[src/rtl/ssg_pkg.sv]
package ssg_pkg;

    typedef enum logic [1:0] {
        SEQ_IDLE = 2'd0,
        SEQ_SWEEP = 2'd1,
        SEQ_DRAIN = 2'd2
    } seq_state_e;

    typedef struct packed {
        logic clear;
        logic sweep_en;
    } pix_ctl_t;

    function automatic logic [31:0] to_gray(input logic [31:0] b);
        return b ^ (b >> 1);
    endfunction

    function automatic logic [31:0] from_gray(input logic [31:0] g);
        logic [31:0] b;
        b[31] = g[31];
        for (int i = 30; i >= 0; i--) begin
            b[i] = b[i+1] ^ g[i];
        end
        return b;
    endfunction

endpackage

[src/rtl/ssg_seq_ctrl.sv]
module ssg_seq_ctrl
    import ssg_pkg::*;
#(
    parameter int CODE_W = 8,
    parameter int NWORDS = 8
) (
    input  logic                clk,
    input  logic                rst,
    input  logic                start_conv,
    input  logic                out_ready,
    output pix_ctl_t            pix_ctl,
    output logic [CODE_W-1:0]   step_bin,
    output logic [CODE_W-1:0]   step_gray,
    output logic [((NWORDS > 1) ? $clog2(NWORDS) : 1)-1:0] word_idx,
    output logic                busy,
    output logic                out_valid,
    output logic                out_last
);

    localparam int WI_W = (NWORDS > 1) ? $clog2(NWORDS) : 1;
    localparam logic [CODE_W-1:0] STEP_LAST = {CODE_W{1'b1}};
    localparam logic [WI_W-1:0] WORD_LAST = WI_W'(NWORDS - 1);

    seq_state_e        state_q;
    logic [CODE_W-1:0] step_q;
    logic [WI_W-1:0]   widx_q;
    logic [31:0]       gray_full;

    always_ff @(posedge clk) begin
        if (rst) begin
            state_q <= SEQ_IDLE;
            step_q  <= '0;
            widx_q  <= '0;
        end else begin
            case (state_q)
                SEQ_IDLE: begin
                    if (start_conv) begin
                        state_q <= SEQ_SWEEP;
                        step_q  <= '0;
                    end
                end
                SEQ_SWEEP: begin
                    if (step_q == STEP_LAST) begin
                        state_q <= SEQ_DRAIN;
                        widx_q  <= '0;
                    end else begin
                        step_q <= step_q + 1'b1;
                    end
                end
                SEQ_DRAIN: begin
                    if (out_ready) begin
                        if (widx_q == WORD_LAST) begin
                            state_q <= SEQ_IDLE;
                        end else begin
                            widx_q <= widx_q + 1'b1;
                        end
                    end
                end
                default: state_q <= SEQ_IDLE;
            endcase
        end
    end

    always_comb begin
        gray_full        = to_gray(32'(step_q));
        step_gray        = gray_full[CODE_W-1:0];
        step_bin         = step_q;
        pix_ctl.clear    = (state_q == SEQ_IDLE) && start_conv;
        pix_ctl.sweep_en = (state_q == SEQ_SWEEP);
        word_idx         = widx_q;
        busy             = (state_q != SEQ_IDLE);
        out_valid        = (state_q == SEQ_DRAIN);
        out_last         = (state_q == SEQ_DRAIN) && (widx_q == WORD_LAST);
    end

endmodule

[src/rtl/ssg_pixel_cell.sv]
module ssg_pixel_cell
    import ssg_pkg::*;
#(
    parameter int CODE_W = 8
) (
    input  logic                clk,
    input  logic                rst,
    input  pix_ctl_t            pix_ctl,
    input  logic [CODE_W-1:0]   step_bin,
    input  logic [CODE_W-1:0]   step_gray,
    input  logic [CODE_W:0]     level,
    output logic [CODE_W-1:0]   code
);

    logic              tripped_q;
    logic [CODE_W-1:0] mem_q;
    logic              cmp_hit;

    // digital comparator: ramp has reached the pixel level
    assign cmp_hit = ({1'b0, step_bin} >= level);

    always_ff @(posedge clk) begin
        if (rst) begin
            tripped_q <= 1'b0;
            mem_q     <= '0;
        end else if (pix_ctl.clear) begin
            tripped_q <= 1'b0;
        end else if (pix_ctl.sweep_en && !tripped_q) begin
            mem_q <= step_gray;
            if (cmp_hit) begin
                tripped_q <= 1'b1;
            end
        end
    end

    assign code = mem_q;

endmodule

[src/rtl/ssg_word_pack.sv]
module ssg_word_pack
    import ssg_pkg::*;
#(
    parameter int CODE_W     = 8,
    parameter int NPIX       = 64,
    parameter int PPW        = 8,
    parameter int WI_W       = 3,
    parameter bit OUT_BINARY = 1'b0
) (
    input  logic [NPIX*CODE_W-1:0] codes,
    input  logic [WI_W-1:0]        word_idx,
    output logic [PPW*CODE_W-1:0]  data
);

    logic [PPW*CODE_W-1:0] raw;

    always_comb begin
        raw = '0;
        for (int k = 0; k < PPW; k++) begin
            raw[k*CODE_W +: CODE_W] = codes[(int'(word_idx)*PPW + k)*CODE_W +: CODE_W];
        end
    end

    generate
        if (OUT_BINARY) begin : g_bin
            for (genvar k = 0; k < PPW; k++) begin : g_lane
                logic [31:0] lane_full;
                assign lane_full = from_gray(32'(raw[k*CODE_W +: CODE_W]));
                assign data[k*CODE_W +: CODE_W] = lane_full[CODE_W-1:0];
            end
        end else begin : g_gray
            assign data = raw;
        end
    endgenerate

endmodule

[src/rtl/ssg_gray_pixel_adc.sv]
module ssg_gray_pixel_adc
    import ssg_pkg::*;
#(
    parameter int ROWS       = 4,
    parameter int COLS       = 16,
    parameter int CODE_W     = 8,
    parameter int BUS_W      = 64,
    parameter bit OUT_BINARY = 1'b0
) (
    input  logic                            clk,
    input  logic                            rst,
    input  logic                            start_conv,
    input  logic [ROWS*COLS*(CODE_W+1)-1:0] pix_level,
    output logic                            busy,
    output logic                            out_valid,
    input  logic                            out_ready,
    output logic [BUS_W-1:0]                out_data,
    output logic                            out_last
);

    localparam int LVL_W  = CODE_W + 1;
    localparam int NPIX   = ROWS * COLS;
    localparam int PPW    = BUS_W / CODE_W;
    localparam int NWORDS = NPIX / PPW;
    localparam int WI_W   = (NWORDS > 1) ? $clog2(NWORDS) : 1;

    pix_ctl_t          pix_ctl;
    logic [CODE_W-1:0] step_bin;
    logic [CODE_W-1:0] step_gray;
    logic [WI_W-1:0]   word_idx;
    logic [NPIX*CODE_W-1:0] codes;

    ssg_seq_ctrl #(
        .CODE_W (CODE_W),
        .NWORDS (NWORDS)
    ) seq_i (
        .clk        (clk),
        .rst        (rst),
        .start_conv (start_conv),
        .out_ready  (out_ready),
        .pix_ctl    (pix_ctl),
        .step_bin   (step_bin),
        .step_gray  (step_gray),
        .word_idx   (word_idx),
        .busy       (busy),
        .out_valid  (out_valid),
        .out_last   (out_last)
    );

    for (genvar r = 0; r < ROWS; r++) begin : g_row
        for (genvar c = 0; c < COLS; c++) begin : g_col
            localparam int IDX = r * COLS + c;
            ssg_pixel_cell #(
                .CODE_W (CODE_W)
            ) cell_i (
                .clk       (clk),
                .rst       (rst),
                .pix_ctl   (pix_ctl),
                .step_bin  (step_bin),
                .step_gray (step_gray),
                .level     (pix_level[IDX*LVL_W +: LVL_W]),
                .code      (codes[IDX*CODE_W +: CODE_W])
            );
        end
    end

    ssg_word_pack #(
        .CODE_W     (CODE_W),
        .NPIX       (NPIX),
        .PPW        (PPW),
        .WI_W       (WI_W),
        .OUT_BINARY (OUT_BINARY)
    ) pack_i (
        .codes    (codes),
        .word_idx (word_idx),
        .data     (out_data)
    );

endmodule

[config.mk]
export PLATFORM = sky130hd
export DESIGN_NAME = ssg_gray_pixel_adc
export DESIGN_NICKNAME = d
export VERILOG_FILES = /design/src/rtl/ssg_pkg.sv /design/src/rtl/ssg_seq_ctrl.sv /design/src/rtl/ssg_pixel_cell.sv /design/src/rtl/ssg_word_pack.sv /design/src/rtl/ssg_gray_pixel_adc.sv
export SDC_FILE = /design/constraint.sdc
export NUM_CORES = 1
export LEC_CHECK = 0
export ABC_CLOCK_PERIOD_IN_PS = 9400
export BUFFER_PORTS_ARGS = -buffer_cell sky130_fd_sc_hd__buf_2
export CAP_MARGIN = 25
export CORE_MARGIN = 5
export CORE_UTILIZATION = 40
export DETAILED_ROUTE_END_ITERATION = 8
export PLACE_DENSITY = 0.58
export SYNTH_ARGS = -nofsm -noshare
export SYNTH_HDL_FRONTEND = slang
export SYNTH_SLANG_ARGS = --single-unit
[constraint.sdc]
create_clock -name clk -period 9.4 [get_ports clk]
set_clock_uncertainty 0.05 [all_clocks]
set_input_delay 0.47 -clock clk [delete_from_list [all_inputs] [get_ports clk]]
set_output_delay 0.47 -clock clk [all_outputs]
set_load 0.005 [all_outputs]
# Yosys cells after proc, flatten, opt, wreduce, memory -nomap -nowiden
# Index checks and enable logic that the tools add are counted.
# W data, S select, Z words.
dict set report totals {
  ff_bits 589
  input_bits 580
  output_inout_bits 67
  elab_cells 502
}
dict set report op_classes {
  n_addsub 9
  n_lt_le_gt_ge 64
  n_eq_ne 10
  n_shift 8
  n_mux 12
  n_bitwise 2
  reduce_logical 266
}
# operator count
set op_table {}
lappend op_table {{$shiftx A512 B32 Y8} 7}
lappend op_table {{$ge A8 B9 Y1} 64}
lappend op_table {{$shiftx A512 B10 Y8} 1}
lappend op_table {{$reduce_and A2 Y1} 128}
lappend op_table {{$logic_and A1 B1 Y1} 66}
lappend op_table {{$logic_not A1 Y1} 64}
lappend op_table {{$add A6 B3 Y7 const B} 4}
lappend op_table {{$mux W8} 2}
lappend op_table {{$pmux W8 S2} 1}
lappend op_table {{$add A6 B2 Y7 const B} 2}
lappend op_table {{$mux W3} 3}
lappend op_table {{$add A8 B1 Y8 const B} 1}
lappend op_table {{$eq A8 B8 Y1 const B} 1}
lappend op_table {{$mux W2} 4}
lappend op_table {{$ne A2 B2 Y1 const B} 4}
lappend op_table {{$reduce_and A4 Y1} 2}
lappend op_table {{$xor A8 B7 Y8} 1}
lappend op_table {{$add A6 B1 Y7 const B} 1}
lappend op_table {{$pmux W2 S3} 1}
lappend op_table {{$pmux W3 S2} 1}
lappend op_table {{$reduce_bool A2 Y1} 3}
lappend op_table {{$ne A2 B1 Y1 const B} 2}
lappend op_table {{$add A3 B1 Y3 const B} 1}
lappend op_table {{$eq A3 B3 Y1 const B} 1}
lappend op_table {{other kinds (6)} 6}

# Depth between registers and ports, before layout
# Gate-level depths: netlist (run 1).
dict set report logic_depth {
  ltp_word 4
  depth_mapped 7
  mapped_depth_nobuf 6
}

# Cells and area by module
# Synthesis (run 1) repeated with hierarchy kept, for this count alone.
dict set report unflattened {
  hier_cells 3894
  area_unflattened_um2 38948.6
}
# module instances cells_per_inst area_per_inst_um2 seq_area_each_um2
set modules_own_cells {}
lappend modules_own_cells {ssg_pixel_cell 64 56 536.8 180.2}
lappend modules_own_cells {ssg_word_pack 1 227 3832.4 0.0}
lappend modules_own_cells {ssg_seq_ctrl 1 83 763.2 260.2}

# Worst setup path before layout (run 1)
# No wires, ideal clock.
dict set report synth_timing {
  kind {register -> register}
  startpoint {register seq_i.step_q[1] (netlist: seq_i.step_bin[1])}
  endpoint {register seq_i.step_q[5] (netlist: seq_i.step_bin[5])}
  setup_ns 0.070
  arrival_ns 2.806
  required_time_ns 9.280
  path_slack_ns 6.474
  stages_incl_launch_ff 7
  path_buffers 1
  synth_period_minus_slack_ns 2.926
  cell_sequence {dfxtp_1 -> ha_1 -> and4_1 -> a21o_1 -> clkbuf_1 -> o21ai_0 -> a21oi_1}
}
dict set report synth_via {
  elab_chain_len 3
  word_cells_on_any_way 6
  cone_classes {add/sub (1); eq/ne (2); mux (2); reduce/logical (1)}
}
# item line
set synth_lines {}
lappend synth_lines {{start, declared} ssg_seq_ctrl.sv:25} ;# logic [CODE_W-1:0] step_q;
lappend synth_lines {{start signal, assigned} ssg_seq_ctrl.sv:47} ;# step_q <= step_q + 1'b1;
lappend synth_lines {{$add A8 B1 Y8 / $eq A8 B8 Y1 (equally long branches)} {ssg_seq_ctrl.sv:47, ssg_seq_ctrl.sv:43}}
lappend synth_lines {{$mux W8 / $ne A2 B2 Y1 (equally long branches)} n/a}
lappend synth_lines {{$pmux W8 S2 / $reduce_and A3 Y1 (equally long branches)} n/a}
# Parallel ways exist; a longest one is shown, timed or not. The select of a mux whose other input is x is not followed.
# A chain may end at the register's enable or synchronous reset.

# Worst setup path in the final report (run 1)
dict set report layout_timing {
  startpoint {register seq_i.widx_q[1] (netlist: seq_i.word_idx[1])}
  endpoint {output port out_data[15]}
}
dict set report layout_via {
  elab_chain_len 2
}
# item line
set layout_lines {}
lappend layout_lines {{start, declared} ssg_seq_ctrl.sv:26} ;# logic [WI_W-1:0] widx_q;
lappend layout_lines {{start signal, assigned} ssg_seq_ctrl.sv:55} ;# widx_q <= widx_q + 1'b1;
lappend layout_lines {{$add A6 B1 Y7} ssg_word_pack.sv:20} ;# raw[k*CODE_W +: CODE_W] = codes[(int'(word_idx)*PPW + k)*CODE_W +: CODE_W];
lappend layout_lines {{$shiftx A512 B32 Y8} ssg_word_pack.sv:20}
lappend layout_lines {{end, declared} ssg_gray_pixel_adc.sv:17} ;# output logic [BUS_W-1:0] out_data,
# Every way passes these cells.

==> summary.txt, run 1 <==
Pwr
  – Clock network fraction of total power: 0.477
  – Reg power frac: 0.426
  – Sw Ratio: 0.249
  – Power Density: 134 mW/mm^2
  – Net switching power: 1480 uW
  – Internal power: 4460 uW
  – Gate power share: 0.097
  – Worst VDD drop: 0.119 mV
  – Leakage power: 0.0197 uW

Timing
  – # setup viols final: 0
  – RSZ-0062 raised after global routing: false
  – Fin. max-slew vios: 0
  – Final period utilization: 0.384
  – Final Hold Viols: 0
  – Tmin final: 3.61 ns
  – Fmax: 277 MHz
  – Worst Max-Slew Pin Slew: 1.06 ns
  – Setup TNS: 0 ns
  – Slew headroom: 0.294

Synth
  – Post-synth EDFFs: 0
  – Syn Inst Count: 4549
  – Cell taking the most area after synthesis: dfxtp_1
  – Top cell type's share of synthesized area: 0.310
  – Synth async-reset ratio: 0
  – Post-synth net total: 5650
  – Total number of yosys warnings: 0
  – Mean Syn Cell Area: 8.36 um^2
  – Synthesized flop and latch total: 589
  – Mapped Area: 0.0380 mm^2
  – Synth top area cells: dfxtp_1, ha_1, o21ai_0, mux4_2, a21oi_1
  – Unique masters post-synth: 38
  – Synth Flop Type: dfxtp_1
  – Sequential area share after synthesis: 0.310

Cells and area
  – Filler Cell Count: 9336
  – Design area: 0.0444 mm^2
  – Fraction of layout cells with a size suffix above 1: 0.223
  – Layout Nets: 6083
  – Area growth syn-to-layout: 16.6%

Worst setup path
  – Top delay family on crit path: multiplexers
  – Maximum fanout along the worst path: 115
  – CP startpoint: seq_i.word_idx[1]$_SDFFE_PP0P_
  – Critical path, cell by cell: buf_12, mux4_2, mux2_2, buf_2
  – Startpoint types: flop
  – Worst stage delay on the critical path: 0.76 ns
  – Buf/Inv on CP: 2
  – Slowest-stage cell, CP: buf_12
  – Reg2reg start: seq_i.state_q[0]$_SDFFE_PP0P_
  – Worst EP arrival: 3.09 ns
  – Crit end category: output pin
  – Critical path type: flop to output pin
  – Critical Path RT: 8.88 ns

Detailed routing
  – Remaining DRCs: 0
  – Vias per cell: 5.48
  – Total Routed Length: 126 mm
  – Pre-antenna DRT Iters: 5
  – Antenna Violating Nets Remaining: 0
  – Wire per inst: 19.9 um
  – Via total after detailed routing: 34600
  – First-iteration detailed-routing DRC count: 2406

Worst hold path
  – Hold Crit Class: primary input to flop
  – Worst hold path startpoint: out_ready

Clock tree
  – Clock sink total: 589
  – Post-cts sizing count: 0
  – # hold bufs at CTS: 0
  – Maximum clock insertion buffer count: 3
  – Htree depth: 3
  – Root Buffer: clkbuf_16
  – Skew-Pair Late Insertion Delay: 0.60 ns
  – Setup bufs post-CTS: 0
  – TritonCTS buffer count: 68
  – CTS tree: done
  – Clk pin slew, worst setup/hold paths: 0.05 ns

Die
  – Core ar.: 0.0947 mm^2
  – IO Count: 647
  – Die area: 0.101 mm^2
  – DIE HEIGHT: 318 um
  – Initial cell density of the core: 0.402
  – Die width: 318 um
  – Rows: 113

Global route
  – GRT Total Usage: 0.237
  – Vias in the first global route: 33900
  – First-pass GRT wire length: 195 mm
  – GR Overflow Total: 0
  – Antenna violations before repair: 9
  – Largest net degree at the start of global routing: 218

Placed design
  – GP Congestion: 0.813
  – Area after DPL: 0.0420 mm^2
  – DPL Wire Length: 84.1 mm
  – PortBufs: 646

Job
  – MaxCap Viol Count: 0

Status
  – Status: finished clean
-- cells in the final DEF (no fill, tap or decap), types with 5 or more instances in the layout --
cell	n
o2111ai_1	64
buf_2	645
ha_2	7
mux2_2	64
nor2_2	53
mux4_2	128
o21a_1	64
diode_2	6
o21ai_0	579
o211ai_1	64
dfxtp_4	12
clkbuf_8	12
inv_1	514
clkbuf_16	71
bufinv_16	9
buf_4	20
nand3_1	5
or3_1	5
a31o_2	64
nor2_4	11
a211oi_1	129
a21oi_1	523
buf_12	6
ha_1	514
nand2_1	647
a21o_1	66
clkbuf_1	15
clkinv_2	10
nor2_1	68
a221oi_1	64
dfxtp_1	577
-- power groups by stage --
stage          logic (uW)  registers, uW  clock network (uW)
3_5_place_dp          574           2580                   0
3_3_place_gp          568           2580                   0
4_1_cts               577           2530                2900
6_report              574           2530                2830
5_1_grt               649           2530                3010
2_1_floorplan         337           2570                   0
-- sequential cells by signal (all words and copies together), names as in the netlist --
signal and count:
g_row.g_col.cell_i.code 512, g_row.g_col.cell_i.tripped_q 64, seq_i.step_bin 8, seq_i.word_idx 3, seq_i.state_q 2
-- area by class of cell --
| cell class | count | area [um^2] | area share |
|---|---|---|---|
| Sequential cell | 589 | 11800 | 0.267 |
| Antenna cell | 6 | 15.0 | 0.000338 |
| Multi-Input combinational cell | 3136 | 23100 | 0.521 |
| Timing Repair Buffer | 672 | 3510 | 0.0792 |
| Tap cell | 1265 | 1580 | 0.0357 |
| Inverter | 515 | 1930 | 0.0436 |
| Clock buffer | 98 | 2000 | 0.0450 |
| Clock inverter | 25 | 389 | 0.00877 |
-- through the flow --
stage          std cells  power (uW)   util  hold WS (ns)  worst slack, ns
2_1_floorplan       4549        2910      -         0.400             6.47
3_3_place_gp        6177        3150  0.443         0.407             6.17
3_5_place_dp        6177        3160  0.443         0.413             6.19
4_1_cts             6300        6010  0.468        0.0942             5.68
5_1_grt             6304        6190  0.468         0.123             5.58
6_report            6306        5940  0.468         0.133             5.79
-- layer usage --
layer	vias to the layer above	part of all wire	wire length, um	global-route usage
li1	17000	-	-	-
met1	16400	0.44	55900	0.318
met5	-	0.00027	34	0
met3	133	0.058	7290	0.0390
met4	4	0.023	2860	0.0598
met2	975	0.47	59700	0.398
-- cells in the mapped netlist (2+ instances only) --
master     number
a31o_2         64
nand2b_1        4
buf_2          31
or3_1           5
clkbuf_1      250
ha_1          521
nand2_1       647
o21ai_1         2
inv_1         515
buf_4          13
buf_1          13
o2111ai_1      64
a21o_1         66
o21ai_0       579
a221oi_1       64
a21oi_1       523
o211ai_1       64
nor2_4         11
mux2_2         64
nor2_2         53
nand3_1         5
buf_6           2
mux4_2        128
dfxtp_1       589
nor2_1         68
o21a_1         64
a211oi_1      129
-- kinds of logic after synthesis --
logic type | synth area share
AO/OA/AOI/OAI | 0.254
buffers and inverters | 0.0840
AND/OR/NAND/NOR | 0.0862
flip-flops | 0.310
adder cells (fa/ha/maj) | 0.171
multiplexers | 0.0947
XOR/XNOR | 0.000230
-- worst min-delay path, cell delays in order --
cell and delay, ns:
buf_2 0.10, nand2_1 0.05, nand2_1 0.05, a21oi_1 0.05
-- final timing paths --
check,depth (start not counted),slack (ns),end
setup / recovery,4,5.79,out_data[15]
hold / removal,4,0.13,seq_i.state_q[1]$_SDFFE_PP0P_
setup reg to reg,5,6.15,g_row[2].g_col[2].cell_i.code[6]$_SDFFE_PP0P_
hold reg to reg,2,0.42,g_row[1].g_col[14].cell_i.code[5]$_SDFFE_PP0P_
Note: power is estimated with default switching activity, not from simulation.
==> inputs of run 2 (changes only) <==
--- a/config.mk
+++ b/config.mk
@@ -5,13 +5,14 @@
 export SDC_FILE = /design/constraint.sdc
 export NUM_CORES = 1
 export LEC_CHECK = 0
-export ABC_CLOCK_PERIOD_IN_PS = 9400
+export ABC_AREA = 1
+export ABC_CLOCK_PERIOD_IN_PS = 3000
 export BUFFER_PORTS_ARGS = -buffer_cell sky130_fd_sc_hd__buf_2
 export CAP_MARGIN = 25
 export CORE_MARGIN = 5
 export CORE_UTILIZATION = 40
 export DETAILED_ROUTE_END_ITERATION = 8
-export PLACE_DENSITY = 0.58
+export PLACE_DENSITY = 0.6
 export SYNTH_ARGS = -nofsm -noshare
 export SYNTH_HDL_FRONTEND = slang
 export SYNTH_SLANG_ARGS = --single-unit
==> constraint.sdc (replaced) <==
create_clock -name clk -period 3 [get_ports clk]
set_clock_uncertainty 0.05 [all_clocks]
set_input_delay 0.15 -clock clk [delete_from_list [all_inputs] [get_ports clk]]
set_output_delay 0.15 -clock clk [all_outputs]
set_load 0.005 [all_outputs]
==> summary.txt, run 2 <==
Synth
  – Syn Inst Count: 6221
  – Synth top area cells: dfxtp_1, ha_1, nand2_1, a21oi_1, inv_1
  – Most frequent cells after synthesis: nand2_1, inv_1, a21oi_1
  – Mapped Area: 0.0401 mm^2
  – Sequential area share after synthesis: 0.294
  – Synth async-reset ratio: 0
  – Synth Flop Type: dfxtp_1
  – Most frequent cell after synthesis: nand2_1
  – Post-synth EDFFs: 0
  – Mean Syn Cell Area: 6.45 um^2
  – Unique masters post-synth: 26
  – Post-synth net total: 7322
  – Cell taking the most area after synthesis: dfxtp_1
  – Total number of yosys warnings: 0
  – Top cell type's share of synthesized area: 0.294
  – Synthesized flop and latch total: 589

Timing
  – RSZ-0062 raised after global routing: false
  – Slew headroom: 0.452
  – Final period utilization: 0.963
  – Final Hold Viols: 0
  – Fmax: 346 MHz
  – WHS: 0.00462 ns
  – # setup viols final: 0
  – Tmin final: 2.89 ns
  – Setup TNS: 0 ns
  – Worst setup margin: 0.111 ns
  – Worst Max-Slew Pin Slew: 0.822 ns
  – Fin. max-slew vios: 0

Detailed routing
  – Vias per cell: 5.02
  – Metal2 WL: 66.1 mm
  – First-iteration detailed-routing DRC count: 2565
  – Wire per inst: 16.9 um
  – M1 wire length: 60.5 mm
  – Remaining DRCs: 0
  – Total Routed Length: 138 mm
  – Pre-antenna DRT Iters: 6
  – Antenna Violating Nets Remaining: 0
  – Highest Signal Layer: met5
  – DR WL met3: 6.67 mm
  – Via total after detailed routing: 40800

Clock tree
  – TritonCTS buffer count: 67
  – Maximum clock insertion buffer count: 3
  – CTS tree: done
  – Clk pin slew, worst setup/hold paths: 0.06 ns
  – Skew-Pair Late Insertion Delay: 0.60 ns
  – Htree depth: 3
  – Setup bufs post-CTS: 0
  – Clock sink total: 589
  – Root Buffer: clkbuf_16

Pwr
  – Net switching power: 5310 uW
  – Sw Ratio: 0.269
  – Gate power share: 0.149
  – Reg power frac: 0.419
  – Internal power: 14400 uW
  – Power Density: 413 mW/mm^2
  – Leakage power: 0.0241 uW
  – Worst VDD drop: 0.357 mV
  – Total power: 19700 uW
  – Clock network fraction of total power: 0.432

Cells and area
  – Filler Cell Count: 10500
  – Commonest non-fill, non-tap cell in the layout: nand2_1
  – Design area: 0.0478 mm^2
  – Layout Nets: 7884
  – Fraction of layout cells with a size suffix above 1: 0.126
  – Area growth syn-to-layout: 19.0%
  – Commonest non-fill, non-tap cells in the layout: nand2_1, inv_1, a21oi_1
  – Max reg flops: 512

Worst setup path
  – Critical path type: flop to output pin
  – Startpoint types: flop
  – Critical path, cell by cell: inv_16, buf_4, a21oi_1, o21ai_1, nand2_1, nor2_1, a31oi_1, buf_2
  – Worst stage delay on the critical path: 0.58 ns
  – Crit end category: output pin
  – Maximum fanout along the worst path: 95
  – Slowest-stage cell, CP: dfxtp_4
  – Worst EP arrival: 2.69 ns
  – Critical Path RT: 2.80 ns

Placed design
  – PortBufs: 646
  – GP Congestion: 0.868
  – DPL Wire Length: 99.2 mm
  – Setup WS pre-CTS: 0.369 ns
  – Area after DPL: 0.0449 mm^2

Worst hold path
  – Hold Crit Class: primary input to flop

Die
  – Rows: 116
  – Die area: 0.107 mm^2
  – Die width: 327 um
  – DIE HEIGHT: 327 um
  – IO Count: 647
  – Initial cell density of the core: 0.402
  – Core ar.: 0.0999 mm^2

Global route
  – Vias in the first global route: 38600
  – First-pass GRT wire length: 213 mm
  – Antenna violations before repair: 5
  – GRT Total Usage: 0.247
  – GR Overflow Total: 0
  – Largest net degree at the start of global routing: 144

Status
  – Status: finished clean

Job
  – MaxCap Viol Count: 0
==> run 2: power by group through the flow <==
stage               registers [uW]  clock network [uW]  logic [uW]
global route                  8300                8980        3370
floorplan                     8430                   0        1770
detailed placement            8440                   0        2880
global placement              8430                   0        2850
CTS                           8270                8670        2960
finish                        8270                8520        2950
==> run 2: metal layers <==
layer,global-route usage,up-vias
li1,-,21000
met1,0.319,18600
met2,0.433,1051
met3,0.0285,226
met4,0.0781,2
met5,0,-
==> run 2: final cells by class <==
type	count	area, um^2	area share
well taps	1298	1620	0.0340
repair buffers	786	4880	0.102
diodes	4	10.0	0.000210
clock inverters	18	251	0.00527
multi-input cells	4177	22700	0.476
clock buffers	100	2040	0.0426
inverters	1162	4400	0.0921
flip-flops and latches	589	11800	0.248
==> run 2: repair_timing <==
item,in CTS,in global routing
gates resized for setup,3,7
pin swaps,0,0
hold buffers,56,0
endpoints found under the hold margin,60,0
setup endpoints to repair,5,4
==> run 2: cell families (layout without fill, tap and decap cells) <==
group / Yosys count / after routing / synth area share
fa+ha+maj: 521 / 521 / 0.162
buf+inv: 1455 / 2066 / 0.140
compound gates: 1470 / 1470 / 0.186
simple gates: 2185 / 2185 / 0.217
xor+xnor: 1 / 1 / 0.000218
other cells: 0 / 4 / 0
flops: 589 / 589 / 0.294
==> run 2: path summary, 6_finish.rpt <==
check             cells past startpoint                                     startpoint                                               to  slack [ns]
setup / recovery                      8                 seq_i.word_idx[0]$_SDFFE_PP0P_                                     out_data[48]        0.11
hold / removal                        6                                 pix_level[485]  g_row[3].g_col[5].cell_i.tripped_q$_SDFFE_PP0P_       0.005
setup reg to reg                      8                  seq_i.state_q[1]$_SDFFE_PP0P_    g_row[1].g_col[1].cell_i.code[5]$_SDFFE_PP0P_        0.79
hold reg to reg                       2  g_row[2].g_col[9].cell_i.code[2]$_SDFFE_PP0P_    g_row[2].g_col[9].cell_i.code[2]$_SDFFE_PP0P_        0.40
==> run 2: stage by stage <==
stage | utilization | cells
after floorplan | - | 6221
after global placement | 0.449 | 7956
after detailed placement | 0.449 | 7956
after CTS | 0.478 | 8130
after global routing | 0.478 | 8134
final | 0.478 | 8134
==> run 2: critical path, delay by kind of cell (launching register included) <==
| kind | cells | cell delay (ns) |
|---|---|---|
| DFF | 1 | 0.58 |
| AOI/OAI and AO/OA | 3 | 0.60 |
| buffers and inverters | 3 | 0.70 |
| and+or+nand+nor | 2 | 0.11 |
